==> src/rtl/oag_pkg.sv <==
package oag_pkg;

  typedef enum logic [3:0] {
    AM_NONE      = 4'd0,
    AM_IMM       = 4'd1,
    AM_IMM_STEP1 = 4'd2,
    AM_IMM_HOLD  = 4'd3,
    AM_ABS       = 4'd4,
    AM_SHORT     = 4'd5,
    AM_SHORT_X   = 4'd6,
    AM_SHORT_Y   = 4'd7,
    AM_PTR       = 4'd8,
    AM_PTR_X     = 4'd9,
    AM_PTR_Y     = 4'd10
  } amode_e;

  typedef enum logic [1:0] {
    ST_IDLE = 2'd0,
    ST_ADDR = 2'd1,
    ST_PTR  = 2'd2
  } phase_e;

  // byte length of the pointer read by the indirect classes
  localparam int PTR_BYTES = 8;

  function automatic logic is_ptr_mode(input amode_e m);
    return (m == AM_PTR) || (m == AM_PTR_X) || (m == AM_PTR_Y);
  endfunction

  function automatic logic is_short_mode(input amode_e m);
    return (m == AM_SHORT) || (m == AM_SHORT_X) || (m == AM_SHORT_Y) || is_ptr_mode(m);
  endfunction

endpackage

==> src/rtl/oag_len_decode.sv <==
// Qualifies the candidate prefix byte and turns its fields into byte counts.
module oag_len_decode #(
  parameter int DW    = 64,
  parameter int CNT_W = 4
) (
  input  logic [7:0]       prefix,
  output logic [CNT_W-1:0] long_len,
  output logic [CNT_W-1:0] short_len,
  output logic [DW-1:0]    imm_step
);
  logic       qual;
  logic [1:0] code;
  logic [3:0] size_sh;

  assign qual    = &prefix[1:0];
  assign code    = qual ? prefix[3:2] : 2'd0;
  assign size_sh = qual ? prefix[7:4] : 4'd0;

  always_comb begin
    unique case (code)
      2'd0: long_len = CNT_W'(2);
      2'd1: long_len = CNT_W'(5);
      2'd2: long_len = CNT_W'(7);
      default: long_len = CNT_W'(8);
    endcase
  end

  always_comb begin
    unique case (code)
      2'd0: short_len = CNT_W'(1);
      2'd1: short_len = CNT_W'(3);
      2'd2: short_len = CNT_W'(6);
      default: short_len = CNT_W'(4);
    endcase
  end

  assign imm_step = DW'(1) << size_sh;

endmodule

==> src/rtl/oag_byte_gather.sv <==
// Little-endian byte assembler: one lane written per cycle.
module oag_byte_gather #(
  parameter int NB    = 8,
  parameter int IDX_W = 3
) (
  input  logic              clk,
  input  logic              rst,
  input  logic              clr,
  input  logic              wr_en,
  input  logic [IDX_W-1:0]  wr_idx,
  input  logic [7:0]        wr_byte,
  output logic [NB*8-1:0]   acc_next
);
  logic [NB*8-1:0] acc_q;

  for (genvar j = 0; j < NB; j++) begin : g_lane
    assign acc_next[j*8 +: 8] = (wr_en && (wr_idx == IDX_W'(j))) ? wr_byte : acc_q[j*8 +: 8];
  end

  always_ff @(posedge clk) begin
    if (rst || clr) acc_q <= '0;
    else            acc_q <= acc_next;
  end

endmodule

==> src/rtl/opaddr_gen.sv <==
module opaddr_gen #(
  parameter int DW = 64
) (
  input  logic          clk,
  input  logic          rst,
  input  logic          start,
  input  logic [3:0]    mode,
  input  logic [7:0]    prefix,
  input  logic [DW-1:0] pc_in,
  input  logic [DW-1:0] idx_x,
  input  logic [DW-1:0] idx_y,
  output logic          mem_rd,
  output logic [DW-1:0] mem_addr,
  input  logic [7:0]    mem_rdata,
  output logic          busy,
  output logic          done,
  output logic [DW-1:0] ea,
  output logic [DW-1:0] pc_out
);
  import oag_pkg::*;

  localparam int NB    = DW / 8;
  localparam int CNT_W = $clog2(NB + 1);
  localparam int IDX_W = $clog2(NB);

  phase_e          st;
  amode_e          mode_q;
  amode_e          mode_in;
  logic [DW-1:0]   base_q, pc_q, pc_fin_q, x_q, y_q;
  logic [CNT_W-1:0] n_q, iss_q;
  logic            pend_q;
  logic [IDX_W-1:0] idx_q;

  logic [CNT_W-1:0] long_len, short_len;
  logic [DW-1:0]    imm_step;
  logic [DW-1:0]    acc_next;
  logic             rd_issue, last_byte, gather_clr;
  logic [DW-1:0]    pre_off, post_off, addr_sum;

  assign mode_in = amode_e'(mode);

  oag_len_decode #(.DW(DW), .CNT_W(CNT_W)) u_len (
    .prefix    (prefix),
    .long_len  (long_len),
    .short_len (short_len),
    .imm_step  (imm_step)
  );

  oag_byte_gather #(.NB(NB), .IDX_W(IDX_W)) u_gather (
    .clk      (clk),
    .rst      (rst),
    .clr      (gather_clr),
    .wr_en    (pend_q),
    .wr_idx   (idx_q),
    .wr_byte  (mem_rdata),
    .acc_next (acc_next)
  );

  assign rd_issue   = (st != ST_IDLE) && (iss_q < n_q);
  assign last_byte  = pend_q && (CNT_W'(idx_q) == (n_q - CNT_W'(1)));
  assign gather_clr = ((st == ST_IDLE) && start) || ((st == ST_ADDR) && last_byte);

  assign mem_rd   = rd_issue;
  assign mem_addr = base_q + DW'(iss_q);
  assign busy     = (st != ST_IDLE);

  // index applied to the fetched address, and index applied to the pointer
  assign pre_off  = ((mode_q == AM_SHORT_X) || (mode_q == AM_PTR_X)) ? x_q :
                    (mode_q == AM_SHORT_Y) ? y_q : '0;
  assign post_off = (mode_q == AM_PTR_Y) ? y_q : '0;
  assign addr_sum = acc_next + pre_off;

  always_ff @(posedge clk) begin
    if (rst) begin
      st       <= ST_IDLE;
      mode_q   <= AM_NONE;
      base_q   <= '0;
      pc_q     <= '0;
      pc_fin_q <= '0;
      x_q      <= '0;
      y_q      <= '0;
      n_q      <= '0;
      iss_q    <= '0;
      pend_q   <= 1'b0;
      idx_q    <= '0;
      ea       <= '0;
      pc_out   <= '0;
      done     <= 1'b0;
    end else begin
      done   <= 1'b0;
      pend_q <= rd_issue;
      idx_q  <= iss_q[IDX_W-1:0];
      if (rd_issue) iss_q <= iss_q + CNT_W'(1);

      unique case (st)
        ST_IDLE: begin
          if (start) begin
            mode_q <= mode_in;
            base_q <= pc_in;
            pc_q   <= pc_in;
            x_q    <= idx_x;
            y_q    <= idx_y;
            iss_q  <= '0;
            unique case (mode_in)
              AM_IMM: begin
                ea <= pc_in; pc_out <= pc_in + imm_step; done <= 1'b1;
              end
              AM_IMM_STEP1: begin
                ea <= pc_in; pc_out <= pc_in + DW'(1); done <= 1'b1;
              end
              AM_IMM_HOLD: begin
                ea <= pc_in; pc_out <= pc_in; done <= 1'b1;
              end
              AM_ABS: begin
                n_q <= long_len; st <= ST_ADDR;
              end
              AM_SHORT, AM_SHORT_X, AM_SHORT_Y, AM_PTR, AM_PTR_X, AM_PTR_Y: begin
                n_q <= short_len; st <= ST_ADDR;
              end
              default: begin
                ea <= '0; pc_out <= pc_in; done <= 1'b1;
              end
            endcase
          end
        end
        ST_ADDR: begin
          if (last_byte) begin
            if (is_ptr_mode(mode_q)) begin
              st       <= ST_PTR;
              base_q   <= addr_sum;
              pc_fin_q <= pc_q + DW'(n_q);
              n_q      <= CNT_W'(PTR_BYTES);
              iss_q    <= '0;
            end else begin
              st     <= ST_IDLE;
              ea     <= addr_sum;
              pc_out <= pc_q + DW'(n_q);
              done   <= 1'b1;
            end
          end
        end
        ST_PTR: begin
          if (last_byte) begin
            st     <= ST_IDLE;
            ea     <= acc_next + post_off;
            pc_out <= pc_fin_q;
            done   <= 1'b1;
          end
        end
        default: st <= ST_IDLE;
      endcase
    end
  end

endmodule

==> config.mk <==
export PLATFORM = sky130hd
export DESIGN_NAME = opaddr_gen
export DESIGN_NICKNAME = d
export VERILOG_FILES = /design/src/rtl/oag_pkg.sv /design/src/rtl/oag_len_decode.sv /design/src/rtl/oag_byte_gather.sv /design/src/rtl/opaddr_gen.sv
export SDC_FILE = /design/constraint.sdc
export NUM_CORES = 2
export LEC_CHECK = 0
export ABC_AREA = 1
export CAP_MARGIN = 20
export CORE_UTILIZATION = 65
export DETAILED_ROUTE_END_ITERATION = 6
export DONT_BUFFER_PORTS = 1
export MAX_ROUTING_LAYER = met4
export PLACE_DENSITY = 0.89
export SYNTH_ARGS = -nofsm -noshare
export SYNTH_HDL_FRONTEND = slang
export SYNTH_SLANG_ARGS = --single-unit
==> constraint.sdc <==
create_clock -name clk -period 8.95 [get_ports clk]
set_clock_uncertainty 0.2 [all_clocks]
set_input_delay 1.3425 -clock clk [delete_from_list [all_inputs] [get_ports clk]]
set_output_delay 1.3425 -clock clk [all_outputs]
set_load 0.005 [all_outputs]
==> results.cfg <==
[synth]
ys_seq_elements = 531
synth_top_area_frac = 0.264
synth_top_area_cell = dfxtp_1
synthFlopType = dfxtp_1
synth.area.top_cells = dfxtp_1 (26%), nand2_1 (14%), a21oi_1 (8.9%)
syn-num-nets = 7061
synth-edff-count = 0
yosys_warnings = 0
synth.cell_area_um2 = 40200
syn_area_per_cell_um2 = 6.01
async_flop_share = 0
syn-instance-count = 6692
synth_cell_types = 61
ys_seq_area_frac = 0.264

[setup_path]
reg2reg_depth = 21
cp_max_fo = 4
worst_ep_arrival_time_ns = 4.61
cp-start-kind = register
crit_type = register to output pin
crit_required_ns = 7.41
endpoint_kind = output pin

[detailed_routing]
first_pass_iters = 7
drc_errors = 29
vias = 47303
drtIter0Drc = 7947
totalWireLength_um = 171000
postRouteAntennaNets = 0
wl_per_cell_um = 23.2
viasPerCell = 6.44

[place]
place_congestion = 1.20
portBuffers = 0
placed_cells = 7244
dp_hpwl_um = 132000

[finish]
finalNonFillerCells = 7348
mostFrequentLayoutCells = nand2_1 (1460), inv_1 (894), nor2_1 (734), a21oi_1 (718), o21ai_0 (659)
area_growth_pct = 5.15
final_common_cell = nand2_1
drive_gt1_frac = 0.0533
nets = 6893

[sta]
max_freq_mhz = 163
fin_crit_sh = 0.687
rsz0062_at_grt = false
maxSlewViolCount = 0
min_period_ns = 6.15
setup-tns-final_ns = 0
setup_viol = 0
hold_viol = 0
worst_slew_pin_slew_ns = 1.19
relSlewSlack = 0.205

[global_route]
grt_max_degree = 144
antenna_found_initial = 5
grt_util_all_layers = 0.535
grt_pass1_vias = 41355
grt_pass1_wl_um = 249000
overflow = 0

[clocking]
clk_latency_ns = 0.66
cts_tree = built
ctsRootBufferMaster = clkbuf_16
postCtsSetupBuffers = 0
postCtsHoldBufs = 0
htreeDepth = 2
numCtsBuffers = 57
clk_pin_slew_worst_paths_ns = 0.06
cts_resized = 0
clkSinkCount = 531
clock_path_buffers = 3

[floorplanning]
die_h_um = 251
die_area_um2 = 62900
initial_utilization = 0.662
rows = 90
ios = 410
die_w_um = 251
core_area_um2 = 60800

[power]
p_comb_frac = 0.198
ir_drop_mv = 0.156
p_total_w = 0.00654
power.density_nw_per_um2 = 155
switching_power_w = 0.00225
p_clk_frac = 0.371
p_int_w = 0.00429
swShare = 0.345
seq_power_share = 0.431
p_leak_nw = 19.2

[run_status]
status = finished, violations left
violations = DRC

[job]
drv_cap = 0

[hold_path]
hold_path_class = register to register
hold_depth = 2
-- critical path: stages, from the launching register on --
cell and delay (ns):
dfxtp_1 0.39, ha_1 0.19, inv_1 0.05, fa_1 0.39, nor2_1 0.12, a211oi_1 0.10
nor3_2 0.24, nand3_1 0.16, nor4_1 0.43, nand2_1 0.25, inv_1 0.10, nand4_1 0.16
nor3_1 0.90, nand2_1 0.17, xnor2_1 0.31
-- layer usage --
layer / wire length, um / GRT usage / part of all wire / up-vias
met5: 0 / - / 0 / -
li1: - / - / - / 21554
met3: 27200 / 0.169 / 0.16 / 818
met4: 14300 / 0.365 / 0.084 / 0
met1: 63500 / 0.676 / 0.37 / 21115
met2: 65800 / 0.719 / 0.39 / 3816
-- kinds of logic after synthesis --
kind of cell,Yosys count,share of synthesized area
simple gates,3111,0.338
compound gates,1572,0.207
buf+inv,1191,0.114
flops,531,0.264
fa+ha+maj,154,0.0488
xor+xnor,133,0.0289
-- registers in the layout, indices dropped and copies added, names as in the netlist --
| register | cells |
|---|---|
| n_q | 4 |
| done | 1 |
| iss_q | 4 |
| u_gather.acc_q | 64 |
| pc_q | 64 |
| x_q | 64 |
| pc_out | 64 |
| base_q | 64 |
| idx_q | 3 |
| y_q | 64 |
| pc_fin_q | 64 |
| ea | 64 |
| st | 2 |
| mode_q | 4 |
| pend_q | 1 |
-- synth_stat cells, types with 3 or more instances --
| library cell | n |
|---|---|
| dfxtp_1 | 531 |
| a31oi_1 | 38 |
| nand2_2 | 63 |
| or2_2 | 30 |
| a21boi_0 | 6 |
| clkinv_1 | 7 |
| nand4_1 | 93 |
| nor2_2 | 27 |
| a21o_1 | 14 |
| inv_2 | 28 |
| nor2_8 | 3 |
| and3_1 | 5 |
| o311ai_0 | 3 |
| a211oi_1 | 22 |
| buf_6 | 4 |
| nor4_1 | 38 |
| xor2_1 | 107 |
| nor2_4 | 17 |
| o21a_1 | 20 |
| o21bai_1 | 8 |
| inv_1 | 897 |
| nand2_1 | 1462 |
| xnor2_1 | 26 |
| clkbuf_1 | 206 |
| nor3_1 | 137 |
| nand2_4 | 9 |
| buf_1 | 17 |
| ha_1 | 149 |
| or2_1 | 4 |
| o211ai_1 | 25 |
| nor2_1 | 735 |
| nand3_1 | 428 |
| and2_1 | 4 |
| a21oi_1 | 718 |
| o21ai_0 | 659 |
| buf_2 | 23 |
| o2111ai_1 | 3 |
| a22oi_1 | 4 |
| nand3b_1 | 20 |
| fa_1 | 5 |
| buf_4 | 7 |
| o21ai_1 | 17 |
| nor3_2 | 4 |
| a221oi_1 | 22 |
| nand3_2 | 26 |
-- power by group through the flow --
stage	Sequential [W]	Combinational (W)	Clock, W
global route	0.00283	0.00138	0.00250
floorplan	0.00277	0.000893	0
detailed placement	0.00285	0.00122	0
CTS	0.00280	0.00123	0.00241
global placement	0.00285	0.00119	0
finish	0.00282	0.00129	0.00243
-- cell type report --
type	count	area, um^2
Sequential cell	531	10600
Timing Repair Buffer	32	258
Clock buffer	77	1610
Clock inverter	21	231
Multi-Input combinational cell	4970	25100
Inverter	932	3510
Fill cell	5616	18500
Tap cell	782	978
Antenna cell	3	7.51
-- stage by stage --
stage          hold slack [ns]  cell area (um^2)  worst slack [ns]  utilization
2_1_floorplan            0.225             40200              4.64            -
3_3_place_gp             0.236             40400              3.41        0.665
3_5_place_dp             0.245             40400              3.40        0.665
4_1_cts                  0.255             42300              3.08        0.695
5_1_grt                  0.268             42300              2.67        0.696
6_report                 0.259             42300              2.80        0.696
-- worst paths after layout --
| check | slack (ns) | start | endpoint |
|---|---|---|---|
| worst max-delay path | 2.80 | iss_q[0] | mem_addr[50] |
| worst min-delay path | 0.26 | pc_fin_q[5] | pc_fin_q[5] |
| worst max register to register | 3.78 | mode_q[2] | ea[43] |
| worst min register to register | 0.26 | pc_fin_q[5] | pc_fin_q[5] |
Note: power is estimated with default switching activity, not from simulation.
